[src/rtl/irqc_pkg.sv]
package irqc_pkg;
  typedef enum logic [1:0] {
    OP_NONE     = 2'b00,
    OP_RAISE    = 2'b01,
    OP_DROP     = 2'b10,
    OP_PULSE    = 2'b11
  } req_op_e;
endpackage

[src/rtl/irqc_pin_counter.sv]
module irqc_pin_counter #(
  parameter int CNT_W = 8
) (
  input  logic clk,
  input  logic rst,
  input  logic inc,
  input  logic dec,
  input  logic level,
  input  logic accept,
  output logic set_nxt,
  output logic clr_nxt,
  output logic ovf,
  output logic unf
);
  localparam logic [CNT_W-1:0] CNT_ONE = CNT_W'(1);
  localparam logic [CNT_W-1:0] CNT_MAX = '1;

  logic [CNT_W-1:0] cnt_q, cnt_d;
  logic zero, full;

  assign zero = (cnt_q == '0);
  assign full = (cnt_q == CNT_MAX);

  always_comb begin
    cnt_d = cnt_q;
    if (inc && !full)      cnt_d = cnt_q + CNT_ONE;
    else if (dec && !zero) cnt_d = cnt_q - CNT_ONE;
  end

  assign ovf = inc & full;
  assign unf = dec & zero;

  always_comb begin
    set_nxt = (inc | dec) & ((zero && cnt_d == CNT_ONE) || (cnt_d != '0 && level));
    clr_nxt = (dec & level & (cnt_q == CNT_ONE)) | (accept & zero & ~set_nxt);
  end

  always_ff @(posedge clk) begin
    if (rst) cnt_q <= '0;
    else     cnt_q <= cnt_d;
  end
endmodule

[src/rtl/irqc_trigger_reg.sv]
module irqc_trigger_reg #(
  parameter int          PINS    = 8,
  parameter logic [PINS-1:0] WR_MASK = '1
) (
  input  logic            clk,
  input  logic            rst,
  input  logic            wr,
  input  logic [PINS-1:0] wdata,
  output logic [PINS-1:0] mode
);
  always_ff @(posedge clk) begin
    if (rst)     mode <= '0;
    else if (wr) mode <= wdata & WR_MASK;
  end
endmodule

[src/rtl/irqc_sat_stat.sv]
module irqc_sat_stat #(
  parameter int STAT_W = 16
) (
  input  logic              clk,
  input  logic              rst,
  input  logic              bump,
  output logic [STAT_W-1:0] count
);
  localparam logic [STAT_W-1:0] STAT_ONE = STAT_W'(1);
  always_ff @(posedge clk) begin
    if (rst)                        count <= '0;
    else if (bump && count != '1)   count <= count + STAT_ONE;
  end
endmodule

[src/rtl/irq_input_conditioner.sv]
module irq_input_conditioner #(
  parameter int         CNT_W   = 8,
  parameter int         STAT_W  = 16,
  parameter logic [7:0] WR_MASK = 8'hF8
) (
  input  logic              clk,
  input  logic              rst,
  input  logic              ready,
  input  logic [1:0]        req_op,
  input  logic [2:0]        req_pin,
  output logic              busy,
  input  logic              accept_valid,
  input  logic [2:0]        accept_pin,
  input  logic              elc_wr,
  input  logic [7:0]        elc_wdata,
  output logic [7:0]        elc_rdata,
  output logic [7:0]        irr_set,
  output logic [7:0]        irr_clr,
  output logic              err_ovf,
  output logic              err_unf,
  output logic [STAT_W-1:0] ovf_count,
  output logic [STAT_W-1:0] unf_count
);
  import irqc_pkg::*;

  localparam int PINS  = 8;
  localparam int PIN_W = $clog2(PINS);

  req_op_e          op;
  logic             take, do_inc, do_dec, start_pulse;
  logic [PIN_W-1:0] pend_pin_q, dec_pin;
  logic [PINS-1:0]  set_vec, clr_vec, ovf_vec, unf_vec, mode;

  assign op          = req_op_e'(req_op);
  assign take        = ready & ~busy & (op != OP_NONE);
  assign do_inc      = take & (op == OP_RAISE || op == OP_PULSE);
  assign do_dec      = busy | (take & (op == OP_DROP));
  assign dec_pin     = busy ? pend_pin_q : req_pin;
  assign start_pulse = take & (op == OP_PULSE) & ~(|ovf_vec);

  irqc_trigger_reg #(.PINS(PINS), .WR_MASK(WR_MASK)) u_mode (
    .clk(clk), .rst(rst), .wr(elc_wr), .wdata(elc_wdata), .mode(mode)
  );
  assign elc_rdata = mode;

  for (genvar i = 0; i < PINS; i++) begin : g_pin
    irqc_pin_counter #(.CNT_W(CNT_W)) u_cnt (
      .clk    (clk),
      .rst    (rst),
      .inc    (do_inc & (req_pin == PIN_W'(i))),
      .dec    (do_dec & (dec_pin == PIN_W'(i))),
      .level  (mode[i]),
      .accept (accept_valid & (accept_pin == PIN_W'(i))),
      .set_nxt(set_vec[i]),
      .clr_nxt(clr_vec[i]),
      .ovf    (ovf_vec[i]),
      .unf    (unf_vec[i])
    );
  end

  always_ff @(posedge clk) begin
    if (rst) begin
      busy       <= 1'b0;
      pend_pin_q <= '0;
      irr_set    <= '0;
      irr_clr    <= '0;
      err_ovf    <= 1'b0;
      err_unf    <= 1'b0;
    end else begin
      busy       <= start_pulse;
      if (start_pulse) pend_pin_q <= req_pin;
      irr_set    <= set_vec;
      irr_clr    <= clr_vec;
      err_ovf    <= |ovf_vec;
      err_unf    <= |unf_vec;
    end
  end

  irqc_sat_stat #(.STAT_W(STAT_W)) u_ovf_stat (
    .clk(clk), .rst(rst), .bump(|ovf_vec), .count(ovf_count)
  );
  irqc_sat_stat #(.STAT_W(STAT_W)) u_unf_stat (
    .clk(clk), .rst(rst), .bump(|unf_vec), .count(unf_count)
  );
endmodule

[config.mk]
export PLATFORM = sky130hd
export DESIGN_NAME = irq_input_conditioner
export DESIGN_NICKNAME = d
export VERILOG_FILES = /design/src/rtl/irqc_pkg.sv /design/src/rtl/irqc_pin_counter.sv /design/src/rtl/irqc_trigger_reg.sv /design/src/rtl/irqc_sat_stat.sv /design/src/rtl/irq_input_conditioner.sv
export SDC_FILE = /design/constraint.sdc
export NUM_CORES = 1
export LEC_CHECK = 0
export BUFFER_PORTS_ARGS = -buffer_cell sky130_fd_sc_hd__buf_2
export CAP_MARGIN = 20
export CORE_MARGIN = 3
export CORE_UTILIZATION = 60
export DETAILED_ROUTE_END_ITERATION = 10
export PLACE_DENSITY = 0.78
export SKIP_LAST_GASP = 1
export SLEW_MARGIN = 20
export SYNTH_ARGS = -nofsm -noshare
export SYNTH_HDL_FRONTEND = slang
export SYNTH_SLANG_ARGS = --single-unit
[constraint.sdc]
create_clock -name clk -period 3.3 [get_ports clk]
set_input_delay 0 -clock clk [delete_from_list [all_inputs] [get_ports clk]]
set_output_delay 0 -clock clk [all_outputs]
set_load 0.01 [all_outputs]
==> results.md <==
- Status: finished, final reports clean
- Critical path launch point type: register
- First-pass GRT wire length: 32500 um
- Lkg Pwr: 3.48 nW
- XOR/XNOR Fraction of Synth Area: 8.54%
- Die height: 119 um
- Flop pwr share: 41.2%
- Crit end category: register
- Sw Ratio: 24.4%
- Post-route insts no fill: 1200
- EDFF count, synth: 0
- Sequential fraction of the synthesis area: 32.0%
- Rows: 40
- Yosys warns: 0
- Routed wire length: 19400 um
- Min-delay src: elc_wr
- Final cell utilization of the core: 71.6%
- CP Data Required Time: 3.66 ns
- Period utilization: 87.3%
- CTS tree: built
- I/O pin total: 80
- Simple-Gate Fraction of Synth Area: 32.3%
- DRC violations left: 0
- Crit path largest cell delay: 0.48 ns
- RSZ-0062 raised after global routing: false
- Clock power share: 49.9%
- Unique masters post-synth: 84
- Post-synthesis compound-gate area fraction: 16.1%
- RR Startpoint: busy
- Gate count after technology mapping: 961
- CP max stage cell: or4b_1
- Via Count: 7388
- Num CTS Buffers: 17
- Die ar.: 0.0142 mm^2
- Core area: 0.0123 mm^2
- Final setup TNS: 0 ns
- Avg Inst Size Synth: 8.00 um^2
- CP top delay family: simple AND/OR/NAND/NOR gates
- Max IR drop VDD: 524 uV
- Initial DRC count: 707
- Max Fclk: 0.347 GHz
- Pwr dens: 425 mW/mm^2
- Largest family of logic cells by synthesized area: simple AND/OR/NAND/NOR gates
- Internal power: 2.82 mW
- Maximum clock path buffer count: 2
- Worst-Margin Slew: 0.770 ns
- Max_cap viols: 0
- CTS H-tree depth: 4
- Adder-Cell Fraction of Synth Area: 4.56%
- ANT nets after route: 0
- Nets@finish: 1069
- Net Sw Power: 0.909 mW
- Ant diodes: 0
- Max Slew Vio Count: 0
- Yosys reg bits: 123
- Combinational power share: 8.9%
- Initial antenna violation count: 0
- GRT overflow: 0
- R2R Setup Slk: 0.42 ns
- Clk root buf: clkbuf_16
- Skew final: 0.00855 ns
- Total track usage: 27.5%
- Buffers added on ports: 73
- Slew headroom: 48.2%
- Fin. Hold Viols: 0
- Crit Path Class: reg -> reg
- Post-synthesis mux area share: 1.69%
- Async S/R FF share, synth: 0%
- Detail Placement HPWL: 13600 um
- Post-cts sizing count: 0
- Post-Synthesis Cell Area: 0.00769 mm^2
- Main flop type after synthesis: dfxtp_1
- Reg clk slew, reported paths: 0.06 ns
- Worst path cell trace: nor4bb_1 > buf_4 > a32oi_1 > a21oi_1 > or2_1 > or4b_1 > a31oi_1 > a31o_2 > a32o_1
- Starting Density: 62.7%
- Routed length per instance: 16.2 um
- Worst skew pair latency: 0.42 ns
- Worst hold endpoint: u_mode.mode[3]
- CP Max Fanout: 7
- FF-to-FF End: irr_clr[5]
- Vias in the first global route: 6838
- Area Growth Syn to Fin: 14.2%
- DR vias/cell: 6.16
- Min Clock Period, post-route: 2.88 ns
- Worst reg2reg path depth: 9
- DRT Pass-1 Iters: 6
- Post-Place Cells: 1158
- Critical Path AT: 3.24 ns
- CP bufs+invs: 1
- Die Width: 119 um
- Worst min path class: in -> reg
- CTS Sinks: 123
- Share of layout cells above drive strength 1: 12.8%
- Largest net degree at the start of global routing: 72
- # setup viols final: 0
- WHS Path Cells: 3
- RePlAce Congestion: 0.955
-- area by class of cell --
cell class / instances / area [um^2]
well taps: 168 / 210
fillers: 1002 / 3480
clock buffers: 20 / 437
repair buffers: 93 / 546
multi-input cells: 757 / 4870
clock inverters: 11 / 146
flip-flops and latches: 123 / 2460
inverters: 28 / 105
-- stage by stage --
step | worst slack, ns | hold slack [ns] | instance area [um^2] | total power, mW
after CTS | 0.464 | 0.0145 | 8780 | 3.74
final | 0.419 | 0.0246 | 8780 | 3.73
after detailed placement | 0.500 | 0.245 | 8090 | 1.88
after floorplan | 0.856 | 0.147 | 7700 | 1.80
after global placement | 0.549 | 0.237 | 8090 | 1.87
after global routing | 0.199 | 0.0244 | 8780 | 3.85
-- state kept, by name, indices dropped and copies added, names as in the netlist --
signal             cells
err_unf                1
u_ovf_stat.count      16
u_mode.mode            5
irr_clr                8
err_ovf                1
u_unf_stat.count      16
irr_set                8
pend_pin_q             3
busy                   1
g_pin.u_cnt.cnt_q     64
-- cells by family after synthesis --
group / count (synthesis)
adder cells (fa/ha/maj): 28
other: 1
flip-flops: 123
AND/OR/NAND/NOR: 471
multiplexers: 13
buffers and inverters: 83
XOR/XNOR: 75
AO/OA/AOI/OAI: 167
-- power by group through the flow --
stage	sequential [mW]	combinational [mW]	clock (mW)
2_1_floorplan	1.56	0.243	0
3_3_place_gp	1.56	0.307	0
3_5_place_dp	1.57	0.313	0
4_1_cts	1.53	0.326	1.88
5_1_grt	1.54	0.367	1.94
6_report	1.54	0.332	1.86
-- timing repair --
| action | 4_1_cts | 5_1_grt |
|---|---|---|
| setup buffers | 0 | 0 |
| setup endpoints to repair | 0 | 0 |
| hold buffers | 11 | 0 |
| endpoints found under the hold margin | 28 | 0 |
-- cell usage after synthesis, types with 13 or more instances --
master	n	share of area [%]
nand2_1	69	3.4
nand3_1	43	2.8
dfxtp_1	123	32
xor2_1	32	3.6
inv_1	28	1.4
xnor2_1	43	4.9
clkbuf_1	34	1.7
a21oi_1	26	1.7
nand4_1	29	2.4
ha_1	28	4.6
mux2i_1	13	1.7
nor2_1	144	7.0
nor4_1	18	1.5
or3_1	15	1.2
and2_1	15	1.2
nor3_1	36	2.3
o21ai_0	24	1.6
and3_1	25	2.0
-- layer usage --
metal,routed length (um),global-route usage (%),vias up,part of all wire (%)
met3,1430,6.32,39,7.4
met4,436,9.56,0,2.2
met1,8670,37.2,3432,45
met2,8880,43.1,297,46
li1,-,-,3620,-
met5,0,0,-,0
-- placed cells by master (no fill, tap or decap), types with 7 or more instances in the layout --
| cell type | netlist | final |
|---|---|---|
| nor2_1 | 144 | 144 |
| a32oi_1 | 9 | 9 |
| dfxtp_1 | 123 | 123 |
| o22ai_1 | 8 | 8 |
| ha_1 | 28 | 28 |
| xnor2_1 | 43 | 43 |
| nor2b_1 | 8 | 8 |
| inv_1 | 28 | 28 |
| nand3_1 | 43 | 43 |
| and2_1 | 15 | 15 |
| o21ai_0 | 24 | 24 |
| mux2i_1 | 13 | 13 |
| buf_4 | 10 | 10 |
| buf_2 | 9 | 72 |
| nor4_1 | 18 | 18 |
| and3_1 | 25 | 25 |
| o31ai_1 | 8 | 8 |
| nor3_1 | 36 | 36 |
| clkbuf_16 | 0 | 17 |
| a31oi_1 | 11 | 11 |
| nand4_1 | 29 | 29 |
| a21oi_1 | 26 | 26 |
| nand2_1 | 69 | 69 |
| dlygate4sd3_1 | 0 | 11 |
| or3_1 | 15 | 15 |
| xor2_1 | 32 | 32 |
| a32o_1 | 7 | 7 |
| nand2b_1 | 11 | 11 |
-- worst register-to-register path, cell delays in order, from the launching register on --
cell,delay (ns)
dfxtp_1,0.31
nor4bb_1,0.46
buf_4,0.25
a32oi_1,0.17
a21oi_1,0.40
or2_1,0.25
or4b_1,0.48
a31oi_1,0.18
a31o_2,0.19
a32o_1,0.13
-- worst max-delay path by stage --
stage | end | startpoint | depth (start not counted) | slack, ns
finish | irr_clr[5] | busy | 9 | 0.42
global placement | irr_clr[5] | busy | 9 | 0.55
global route | irr_clr[5] | busy | 9 | 0.20
detailed placement | irr_clr[5] | busy | 9 | 0.50
CTS | irr_clr[5] | busy | 9 | 0.46
floorplan | irr_clr[6] | g_pin[6].u_cnt.cnt_q[0] | 9 | 0.86
No activity file was read; power rests on OpenSTA's default activity.
